**src/rtl/svc_pkg.sv**
```systemverilog
package svc_pkg;
    localparam int NFLAG = 11;
    localparam int VEC_W = 8;
    localparam int IDX_W = $clog2(NFLAG);

    typedef enum logic [2:0] {
        S_REST  = 3'd0,
        S_IDLE  = 3'd1,
        S_DEC   = 3'd2,
        S_TRAPW = 3'd3,
        S_INTW  = 3'd4,
        S_RELW  = 3'd5
    } svc_state_e;

    typedef struct packed {
        svc_state_e              st;
        logic                    fetch;
        logic                    trap;
        logic                    intr;
        logic [VEC_W-1:0]        vec;
        logic [NFLAG-1:0]        clr;
        logic                    bclr;
    } svc_regs_t;

    // vector for each rank position (octal values)
    function automatic logic [VEC_W-1:0] cause_vec(input int idx);
        case (idx)
            1, 2, 9: cause_vec = VEC_W'(8'o04);
            3:       cause_vec = VEC_W'(8'o10);
            4, 8:    cause_vec = VEC_W'(8'o14);
            5:       cause_vec = VEC_W'(8'o20);
            6:       cause_vec = VEC_W'(8'o30);
            7:       cause_vec = VEC_W'(8'o34);
            10:      cause_vec = VEC_W'(8'o24);
            default: cause_vec = '0;
        endcase
    endfunction
endpackage

```
**src/rtl/svc_pick.sv**
```systemverilog
module svc_pick
    import svc_pkg::*;
#(
    parameter int N = NFLAG
) (
    input  logic [N-1:0]     flags,
    output logic             any,
    output logic [N-1:0]     grant,
    output logic [VEC_W-1:0] vec
);
    logic [VEC_W-1:0] vtab [N];

    generate
        for (genvar g = 0; g < N; g++) begin : g_vec
            assign vtab[g] = cause_vec(g);
        end
    endgenerate

    always_comb begin
        grant = '0;
        vec   = '0;
        for (int i = N - 1; i >= 0; i--) begin
            if (flags[i]) begin
                grant = '0;
                grant[i] = 1'b1;
                vec = vtab[i];
            end
        end
        any = |flags;
    end
endmodule

```
**src/rtl/svc_release.sv**
```systemverilog
module svc_release (
    input  logic busy,
    input  logic sack,
    input  logic grant,
    input  logic ssyn,
    output logic released
);
    assign released = ~(busy | sack | grant | ssyn);
endmodule

```
**src/rtl/svc_seq.sv**
```systemverilog
module svc_seq
    import svc_pkg::*;
(
    input  logic             clk,
    input  logic             pwr_clr,
    input  logic             svc_enter,
    input  logic [NFLAG-1:0] flags_i,
    input  logic             br_req,
    input  logic [VEC_W-1:0] int_vec,
    input  logic             bus_busy,
    input  logic             bus_sack,
    input  logic             bus_grant,
    input  logic             bus_ssyn,
    input  logic             trap_done,
    output logic             fetch_go_o,
    output logic             trap_go_o,
    output logic             trap_intr_o,
    output logic [VEC_W-1:0] trap_vec_o,
    output logic [NFLAG-1:0] flag_clr_o,
    output logic             busreq_clr_o,
    output logic             rest_o
);
    localparam logic [NFLAG-1:0] HALT_BIT = NFLAG'(1);

    svc_regs_t r_d, r_q;
    logic             pick_any;
    logic [NFLAG-1:0] pick_grant;
    logic [VEC_W-1:0] pick_vec;
    logic             released;

    svc_pick #(.N(NFLAG)) u_pick (
        .flags (flags_i),
        .any   (pick_any),
        .grant (pick_grant),
        .vec   (pick_vec)
    );

    svc_release u_rel (
        .busy     (bus_busy),
        .sack     (bus_sack),
        .grant    (bus_grant),
        .ssyn     (bus_ssyn),
        .released (released)
    );

    always_comb begin
        r_d       = r_q;
        r_d.fetch = 1'b0;
        r_d.trap  = 1'b0;
        r_d.clr   = '0;
        r_d.bclr  = 1'b0;
        unique case (r_q.st)
            S_REST: begin
                if (released) begin
                    r_d.fetch = 1'b1;
                    r_d.bclr  = 1'b1;
                    r_d.st    = S_IDLE;
                end
            end
            S_IDLE: begin
                if (svc_enter) r_d.st = S_DEC;
            end
            S_DEC: begin
                if (pick_any) begin
                    r_d.clr = pick_grant;
                    if (pick_grant == HALT_BIT) begin
                        r_d.st = S_REST;
                    end else begin
                        r_d.trap = 1'b1;
                        r_d.intr = 1'b0;
                        r_d.vec  = pick_vec;
                        r_d.st   = S_TRAPW;
                    end
                end else if (br_req) begin
                    r_d.trap = 1'b1;
                    r_d.intr = 1'b1;
                    r_d.vec  = int_vec;
                    r_d.st   = S_INTW;
                end else begin
                    r_d.fetch = 1'b1;
                    r_d.st    = S_IDLE;
                end
            end
            S_TRAPW: begin
                if (trap_done) r_d.st = S_DEC;
            end
            S_INTW: begin
                if (trap_done) r_d.st = S_RELW;
            end
            S_RELW: begin
                if (released) begin
                    r_d.fetch = 1'b1;
                    r_d.st    = S_IDLE;
                end
            end
            default: r_d.st = S_REST;
        endcase
    end

    always_ff @(posedge clk or posedge pwr_clr) begin
        if (pwr_clr) begin
            r_q <= '{st: S_REST, fetch: 1'b0, trap: 1'b0, intr: 1'b0,
                     vec: '0, clr: '0, bclr: 1'b0};
        end else begin
            r_q <= r_d;
        end
    end

    assign fetch_go_o   = r_q.fetch;
    assign trap_go_o    = r_q.trap;
    assign trap_intr_o  = r_q.intr;
    assign trap_vec_o   = r_q.vec;
    assign flag_clr_o   = r_q.clr;
    assign busreq_clr_o = r_q.bclr;
    assign rest_o       = (r_q.st == S_REST);

    // the pick grants exactly one flag, the lowest set one
    a_r3_pick_lowest: assert property (@(posedge clk) disable iff (pwr_clr)
        pick_any |-> ($countones(pick_grant) == 1 &&
                      (flags_i & (pick_grant - NFLAG'(1))) == '0 &&
                      (flags_i & pick_grant) != '0));

    // a trap start lasts one cycle
    a_r5_trap_pulse: assert property (@(posedge clk) disable iff (pwr_clr)
        trap_go_o |=> !trap_go_o);

    // a flag trap clears exactly one flag
    a_r5_one_clear: assert property (@(posedge clk) disable iff (pwr_clr)
        (trap_go_o && !trap_intr_o) |-> $countones(flag_clr_o) == 1);

    // an interrupt trap clears no flag
    a_r7_intr_noclr: assert property (@(posedge clk) disable iff (pwr_clr)
        (trap_go_o && trap_intr_o) |-> flag_clr_o == '0);

    // nothing is started while resting
    a_r1_rest_quiet: assert property (@(posedge clk) disable iff (pwr_clr)
        rest_o |-> (!trap_go_o && !fetch_go_o));

    // leaving rest follows a sampled release
    a_r2_rest_release: assert property (@(posedge clk) disable iff (pwr_clr)
        (fetch_go_o && $past(rest_o)) |-> $past(released));

    // leaving the post-interrupt wait follows a sampled release
    a_r8_relw_release: assert property (@(posedge clk) disable iff (pwr_clr)
        (fetch_go_o && $past(r_q.st == S_RELW)) |-> ($past(released) && !busreq_clr_o));
endmodule

```
**config.mk**
```make
export PLATFORM = sky130hd
export DESIGN_NAME = svc_seq
export DESIGN_NICKNAME = d
export VERILOG_FILES = /design/src/rtl/svc_pkg.sv /design/src/rtl/svc_pick.sv /design/src/rtl/svc_release.sv /design/src/rtl/svc_seq.sv
export SDC_FILE = /design/constraint.sdc
export NUM_CORES = 1
export LEC_CHECK = 0
export ABC_AREA = 1
export ABC_CLOCK_PERIOD_IN_PS = 1250
export BUFFER_PORTS_ARGS = -buffer_cell sky130_fd_sc_hd__buf_2
export CELL_PAD_IN_SITES_DETAIL_PLACEMENT = 1
export CELL_PAD_IN_SITES_GLOBAL_PLACEMENT = 2
export CORE_AREA = 2 2 87 89
export CTS_BUF_LIST = sky130_fd_sc_hd__clkbuf_16
export CTS_CLUSTER_DIAMETER = 100
export DETAILED_ROUTE_END_ITERATION = 8
export DIE_AREA = 0 0 89 91
export PLACE_DENSITY = 0.73
export SLEW_MARGIN = 40
export SYNTH_ARGS = -nofsm -noshare
export SYNTH_HDL_FRONTEND = slang
export SYNTH_HIERARCHICAL = 1
export SYNTH_SLANG_ARGS = --single-unit
```
**constraint.sdc**
```tcl
create_clock -name clk -period 1.25 [get_ports clk]
set_clock_uncertainty 0.1 [all_clocks]
set_input_delay 0.375 -clock clk [delete_from_list [all_inputs] [get_ports clk]]
set_output_delay 0.375 -clock clk [all_outputs]
set_load 0.01 [all_outputs]
```
Word level (Yosys, flattened, before mapping)
Cells that the tools add are included.
- bits in registers: 26
- input bits: 28
- equal/unequal tests: 11
- muxes and demuxes: 40
- bitwise operators: 3
- reductions and logical operators: 6
- operator list (cell ; count):
    2-to-1 mux 11 bit ; 12
    2-to-1 mux 5 bit ; 11
    2-to-1 mux 10 bit ; 3
    2-to-1 mux 21 bit ; 1
    2-to-1 mux 3 bit ; 5
    case mux 3 bit (5 select lines) ; 1
    equality test 11 x 1 -> 1 bit, second input constant ; 1
    OR reduction 11 bit ; 1
    inequality test 2 bit, second input constant ; 5
    equality test 3 x 2 -> 1 bit, second input constant ; 2
    equality test 3 bit, second input constant ; 2
    2-to-1 mux 1 bit ; 4
    2-to-1 mux 4 bit ; 1
    AND reduction 4 bit ; 1
    equality test 3 x 1 -> 1 bit, second input constant ; 1
    logical NOT 3 bit ; 1
    OR 1 bit ; 3
    AND reduction 3 bit ; 1
    2-to-1 mux 2 bit ; 1
    case mux 1 bit (2 select lines) ; 1
    nonzero test 2 bit ; 1
    OR reduction 2 bit ; 1

Depth between registers and ports, before layout
Gate-level depths: netlist (run 1).
- depth after elaboration: 15
- mapped depth: 13
- mapped depth without buffers: 13

Modules after synthesis
The synthesis (run 1) kept the hierarchy.
- by module, submodules not included (module ; instances ; cells each ; area each (µm²)):
    svc_seq ; 1 ; 195 ; 1420.1
    svc_pick ; 1 ; 49 ; 235.2
    svc_release ; 1 ; 7 ; 26.3

Least setup slack after synthesis (run 1)
Ideal clock, no wire load.
- path type: input to register
- start: input flags_i[0]
- end: register r_q, in the netlist trap_vec_o[0]
- setup time: 116 ps
- arrival: 1621 ps
- setup slack: -587 ps
- stages: 12
- path buffers: 1
- cell sequence: nor2_2 > nand2_2 > nor2_2 > nand3_2 > or2_1 > clkbuf_1 > nor2_1 > nor2_2 > nand2_4 > clkinv_4 > nand2_1 > nand2_1
- elaborated cells between the ends (all ways): 9
- those cells by class: eq/ne (2); mux (4); reduce/logical (3)
- RTL lines (item ; RTL line ; RTL):
    from (decl) ; svc_seq.sv:7 ; input logic [NFLAG-1:0] flags_i,
    OR reduction 11 bit * ; svc_pick.sv:29 ; any = |flags;
    net pick_any ; svc_seq.sv:26 ; logic pick_any;
    inequality test 2 bit (no line) / nonzero test 2 bit (equally long branches) ; n/a ;
    AND reduction 3 bit (no line) ; n/a ;
    to (signal assigned) ; svc_seq.sv:102 ; r_q <= '{st: S_REST, fetch: 1'b0, trap: 1'b0, intr: 1'b0,
    to (signal assigned) ; svc_seq.sv:105 ; r_q <= r_d;
    to (decl) ; svc_seq.sv:25 ; svc_regs_t r_d, r_q;
Mark *: on every way through the listed nets, which the timed path passes. The rest lies on a longest branch. The select of a mux whose other input is x is not followed.
A chain may end at the register's enable or synchronous reset.

Worst setup path after layout (run 1)
- start: input flags_i[0]
- end: register r_q, in the netlist trap_vec_o[2]
Same word-level chain as after synthesis.

==> results of run 1 <==
## state kept, by name (all words and copies together) (netlist names)
name	count
trap_vec_o	8
r_q	3
trap_intr_o	1
busreq_clr_o	1
trap_go_o	1
fetch_go_o	1
flag_clr_o	11
## cell usage in the layout, fill, tap and decap left out, types with 2 or more instances in the layout
cell	n
nand3_1	14
nand2_8	2
buf_4	50
inv_1	31
buf_12	2
nand2_4	2
clkbuf_16	3
nand3_4	2
nand2_2	10
buf_6	6
buf_2	47
dfrtp_1	26
nor2_1	39
a21oi_1	3
nand2_1	66
inv_2	7
clkinv_4	2
o21ai_1	4
nor3_1	3
conb_1	5
nor2_4	6
## final timing paths
path / startpoint / endpoint / cells past startpoint
worst max-delay path: flags_i[0] / trap_vec_o[2] / 12
min in group clk: int_vec[0] / trap_vec_o[0] / 5
max in group asynchronous: pwr_clr / flag_clr_o[0] / 3
worst max register to register: r_q[25] / r_q[25] / 8
worst min register to register: trap_vec_o[3] / trap_vec_o[3] / 2
worst min-delay path: pwr_clr / fetch_go_o / 3
## layout make-up
class | count | area share, %
clock buffers | 3 | 2.88
clock inverters | 1 | 1.15
inverters | 39 | 5.81
multi-input cells | 164 | 32.0
flip-flops and latches | 26 | 25.0
well taps | 99 | 4.75
repair buffers | 106 | 28.1
repair inverters | 1 | 0.336
## critical path, stage by stage
cell,delay (ns)
buf_8,0.10
nor2_4,0.10
nand2_2,0.07
nor2_4,0.12
nand3_4,0.11
or2_4,0.29
nor2_4,0.22
buf_12,0.15
nand2_2,0.04
nand2_1,0.06
nand2_1,0.05
nand2_1,0.05
## report_power, final
group / internal [uW] / switching [uW] / total [uW]
registers: 982 / 109 / 1090
clock network: 637 / 303 / 940
logic: 585 / 596 / 1180
total: 2200 / 1010 / 3210
## what timing repair did
action / 4_1_cts / 5_1_grt
resized for setup: 28 / 12
setup endpoints to repair: 35 / 40
cloned: 2 / 0
buffers inserted: 12 / 5
pin swaps: 12 / 6
## layer usage
metal	track usage (%)	vias to the layer above
li1	-	901
met1	18.0	809
met2	23.8	29
met3	1.18	2
met4	2.99	0
met5	0	-
## per-stage QoR
stage          hold WS [ns]  area [sq um]  setup TNS (ns)  total power, uW
2_1_floorplan         0.315          1730          -10.36             1740
3_3_place_gp          0.308          2240          -15.60             2030
3_5_place_dp          0.317          2240          -16.50             2050
4_1_cts              0.0357          2540           -7.02             3170
5_1_grt              0.0752          2610           -9.86             3430
6_report             0.0318          2610           -7.35             3210
## cell families (layout without fill, tap and decap cells)
logic type      count (synthesis)  in the layout  synth area share (%)
other cells                     1              5                 0.223
simple gates                  149            150                  37.7
compound gates                  9              9                  2.75
buf+inv                        66            150                  20.7
flops                          26             26                  38.7
==> results.yml, run 1 <==
global_routing:
  grt_first_pass_wirelength_mm: 8.82
  grtUsageTotal_pct: 13.6
  grt_overflow: 0
  antenna_found_initial: 0
  grt_max_degree: 27
  grt_pass1_vias: 1889
placement:
  io_buffers: 51
  pre_cts_slack_ns: -0.782
  placedCellCount: 420
  post-dp-hpwl_mm: 3.84
  gp_congestion: 0.778
routing:
  num_vias: 1741
  dr.pass1.iters: 4
  drtIter0Drc: 40
  met2_wirelength_mm: 2.55
  viasPerCell: 3.97
  drc: 0
  wl_per_cell_microns: 11.6
  wl_met3_microns: 175
  top_layer: "met4"
  ant_nets: 0
  wl_mm: 5.08
  wl_met1_mm: 2.32
sta:
  finalMaxSlewViolations: 0
  fmax_mhz: 611
  setup_ws_ns: -0.386
  fin_crit_ns: 1.64
  finalHoldViolCount: 0
  setup_violations: 34
  period_share_pct: 131
  rsz0062_at_grt: "yes"
synth:
  syn-cell-area_sq_um: 1680
  synth_commonest_cells: "77 x nand2_1, 42 x nor2_1, 36 x inv_1, 26 x dfrtp_1, 25 x buf_4"
  ys_ff_latch: 26
  syn_avg_cell_area_sq_um: 6.70
  yosysWarnings: 6
  synth_ff_type: "dfrtp_1"
  synth-edff-count: 0
  synth_cell_types: 24
  syn_inst: 251
  synth_top_area_share_pct: 38.7
  synth.area.top_cells: "dfrtp_1 39%, nand2_1 17%, buf_4 11%"
  synth_async_sr_flop_share_pct: 100
  yosys.area.top_type: "dfrtp_1"
  ys_seq_area_share_pct: 38.7
  synth_most_common_cell: "nand2_1"
floorplanning:
  die_w_microns: 89
  coreArea_sq_um: 7140
  ioPinCount: 52
  die-area_sq_um: 8100
  die_y_microns: 91
  start_util_pct: 23.6
  rows: 31
final_layout:
  final-seq-area_sq_um: 651
  drive_gt1_share_pct: 43.2
  nFillCells: 928
  fin_nets: 369
  fin_cells: 439
  diodes: 0
  multi_input_area_sq_um: 833
  utilization_pct: 36.5
  area_delta_synth_final_pct: 55.0
worst_setup_path:
  crit_path_end_kind: "flop"
  cp.arrival_ns: 1.74
  path_max_fanout: 6
  r2r_slack_ns: -0.29
  crit_required_ns: 1.36
  crit_path_start_kind: "input port"
  path_class: "input port to flop"
clock_tree:
  cts_buffers: 3
  cts-root-buf: "clkbuf_16"
  clk_path_buf_depth: 2
  path_clk_slew_ns: 0.07
  clk_latency_ns: 0.26
  cts_tree: "built"
  cts.sinks: 26
  cts_hold_buf: 0
  h-tree-depth: 1
pwr:
  peakVddDrop_mv: 0.579
  p_leak_uw: 0.00146
  power.density_nw_per_um2: 1230
outcome:
  violations: "setup timing"
  status: "complete, but fails checks"
hold_path:
  hp-class: "input port to async pin"
flow_run:
  max_cap_viol_count: 0
(Power assumes the default switching activity.)
==> run 2, diff against run 1 <==
- CORE_AREA: 2 2 87 89 -> 2 2 80 97
- DIE_AREA: 0 0 89 91 -> 0 0 82 99
- HOLD_SLACK_MARGIN: not set -> 0.15
==> results.yml, run 2 (synthesized netlist as in run 1, its figures left out) <==
outcome:
  status: "complete, but fails checks"
  violations: "setup timing"
global_routing:
  grt_pass1_vias: 1880
  grtUsageTotal_pct: 13.3
  grt_overflow: 0
  grt_first_pass_wirelength_mm: 8.39
  grt_max_degree: 27
  antenna_found_initial: 0
pwr:
  intPower_uw: 2220
  p_sw_share_pct: 30.8
  p_clk_share_pct: 29.2
  pwr-share-comb_pct: 36.8
  power.density_nw_per_um2: 1230
  power_frac_seq_pct: 34.0
  peakVddDrop_mv: 0.655
  p_leak_uw: 0.00147
  p_sw_uw: 987
sta:
  fmax_mhz: 608
  finalMaxSlewViolations: 0
  setup_violations: 34
  finalHoldViolCount: 0
  period_share_pct: 131
  worst_hold_slack_ns: 0.294
  fin_crit_ns: 1.64
  setup-tns-final_ns: -7.47
  setup_ws_ns: -0.394
  rsz0062_at_grt: "yes"
clock_tree:
  path_clk_slew_ns: 0.07
  h-tree-depth: 1
  cts_tree: "built"
  cts_buffers: 3
  clk_latency_ns: 0.26
  clk_path_buf_depth: 2
  cts.sinks: 26
  cts-root-buf: "clkbuf_16"
worst_setup_path:
  slowest_stage: "or2_4"
  path_max_fanout: 6
  worstSetupStartpoint: "flags_i[0]"
  crit_family: "simple AND/OR/NAND/NOR gates"
  path_cells: "buf_8, nor2_4, nand2_2, nor2_4, nand3_4, or2_4, nor2_4, nor2_4, nand2_4, clkinv_4, nand2_1, nand2_1"
  cp.arrival_ns: 1.70
  crit_required_ns: 1.31
  cp_num_buf_inv: 2
  crit_path_max_incr_delay_ns: 0.30
  r2r-start: "r_q[23]"
  crit_path_end_kind: "flop"
  path_class: "input port to flop"
  cpMostUsedCell: "nor2_4"
  crit_path_start_kind: "input port"
final_layout:
  final_common_cell: "nand2_1"
  largest_reg_flops: 11
  drive_gt1_share_pct: 45.3
  final-seq-area_sq_um: 651
  diodes: 0
  nFillCells: 944
  area_delta_synth_final_pct: 55.7
  final_cell_mix: "60 x nand2_1, 53 x buf_4, 46 x buf_2"
  multi_input_area_sq_um: 840
  fin_nets: 371
flow_run:
  max_cap_viol_count: 0
floorplanning:
  die_w_microns: 82
  rows: 34
  die-area_sq_um: 8120
  ioPinCount: 52
  die_y_microns: 99
  start_util_pct: 23.5
  coreArea_sq_um: 7150
placement:
  gp_congestion: 0.794
  io_buffers: 51
  post-dp-hpwl_mm: 3.91
routing:
  ant_nets: 0
  num_vias: 1750
  dr.pass1.iters: 4
  drc: 0
  drtIter0Drc: 47
  wl_mm: 4.90
  wl_per_cell_microns: 11.3
  viasPerCell: 4.05
hold_path:
  hold_start: "int_vec[1]"
  hp-class: "input port to flop"
run 2: routing by layer:
metal	share of wire (%)	GRT usage, %	up-vias
li1	-	-	900
met1	40	15.7	816
met2	55	24.1	28
met3	3.0	2.11	6
met4	1.6	3.85	0
met5	0	0	-
run 2: worst paths after layout:
check,end,slack [ns],cells after the start
min reg2reg,trap_vec_o[6],0.39,2
max,trap_vec_o[6],-0.39,12
max in group asynchronous,flag_clr_o[0],0.29,4
min,trap_vec_o[1],0.29,5
max reg2reg,trap_vec_o[7],-0.17,7
min in group asynchronous,flag_clr_o[5],0.61,4
run 2: cell type report:
class	instances	share of cell area, %
Multi-Input combinational cell	164	32.1
Sequential cell	26	24.9
Timing Repair inverter	1	0.335
Timing Repair Buffer	108	28.6
Clock buffer	3	2.87
Tap cell	90	4.30
Inverter	39	5.78
Clock inverter	1	1.15
run 2: power groups by stage:
stage	logic, uW	registers (uW)	clock network, uW
floorplan	662	1080	0
detailed placement	966	1100	0
CTS	1080	1080	968
global route	1340	1110	995
finish	1180	1090	936
global placement	956	1110	0
run 2: through the flow:
stage	power [uW]	utilization, %	instances	instance area (sq um)	setup WS (ns)
4_1_cts	3130	35.1	427	2510	-0.415
3_5_place_dp	2070	31.5	414	2250	-0.782
2_1_floorplan	1740	-	255	1730	-0.493
6_report	3210	36.6	432	2620	-0.394
3_3_place_gp	2060	31.5	414	2250	-0.777
5_1_grt	3440	36.6	432	2620	-0.499
run 2: timing repair:
action / in CTS / in global routing
endpoints found under the hold margin: 26 / 0
pin swaps: 15 / 16
hold buffers: 1 / 0
cloned: 2 / 0
setup buffers: 7 / 5
resized for setup: 20 / 22
endpoints found under the setup margin: 35 / 44
run 2: worst min-delay path, delay by kind of cell:
kind,cells,cell delay [ns]
AND/OR/NAND/NOR,4,0.17
buffers and inverters,1,0.07
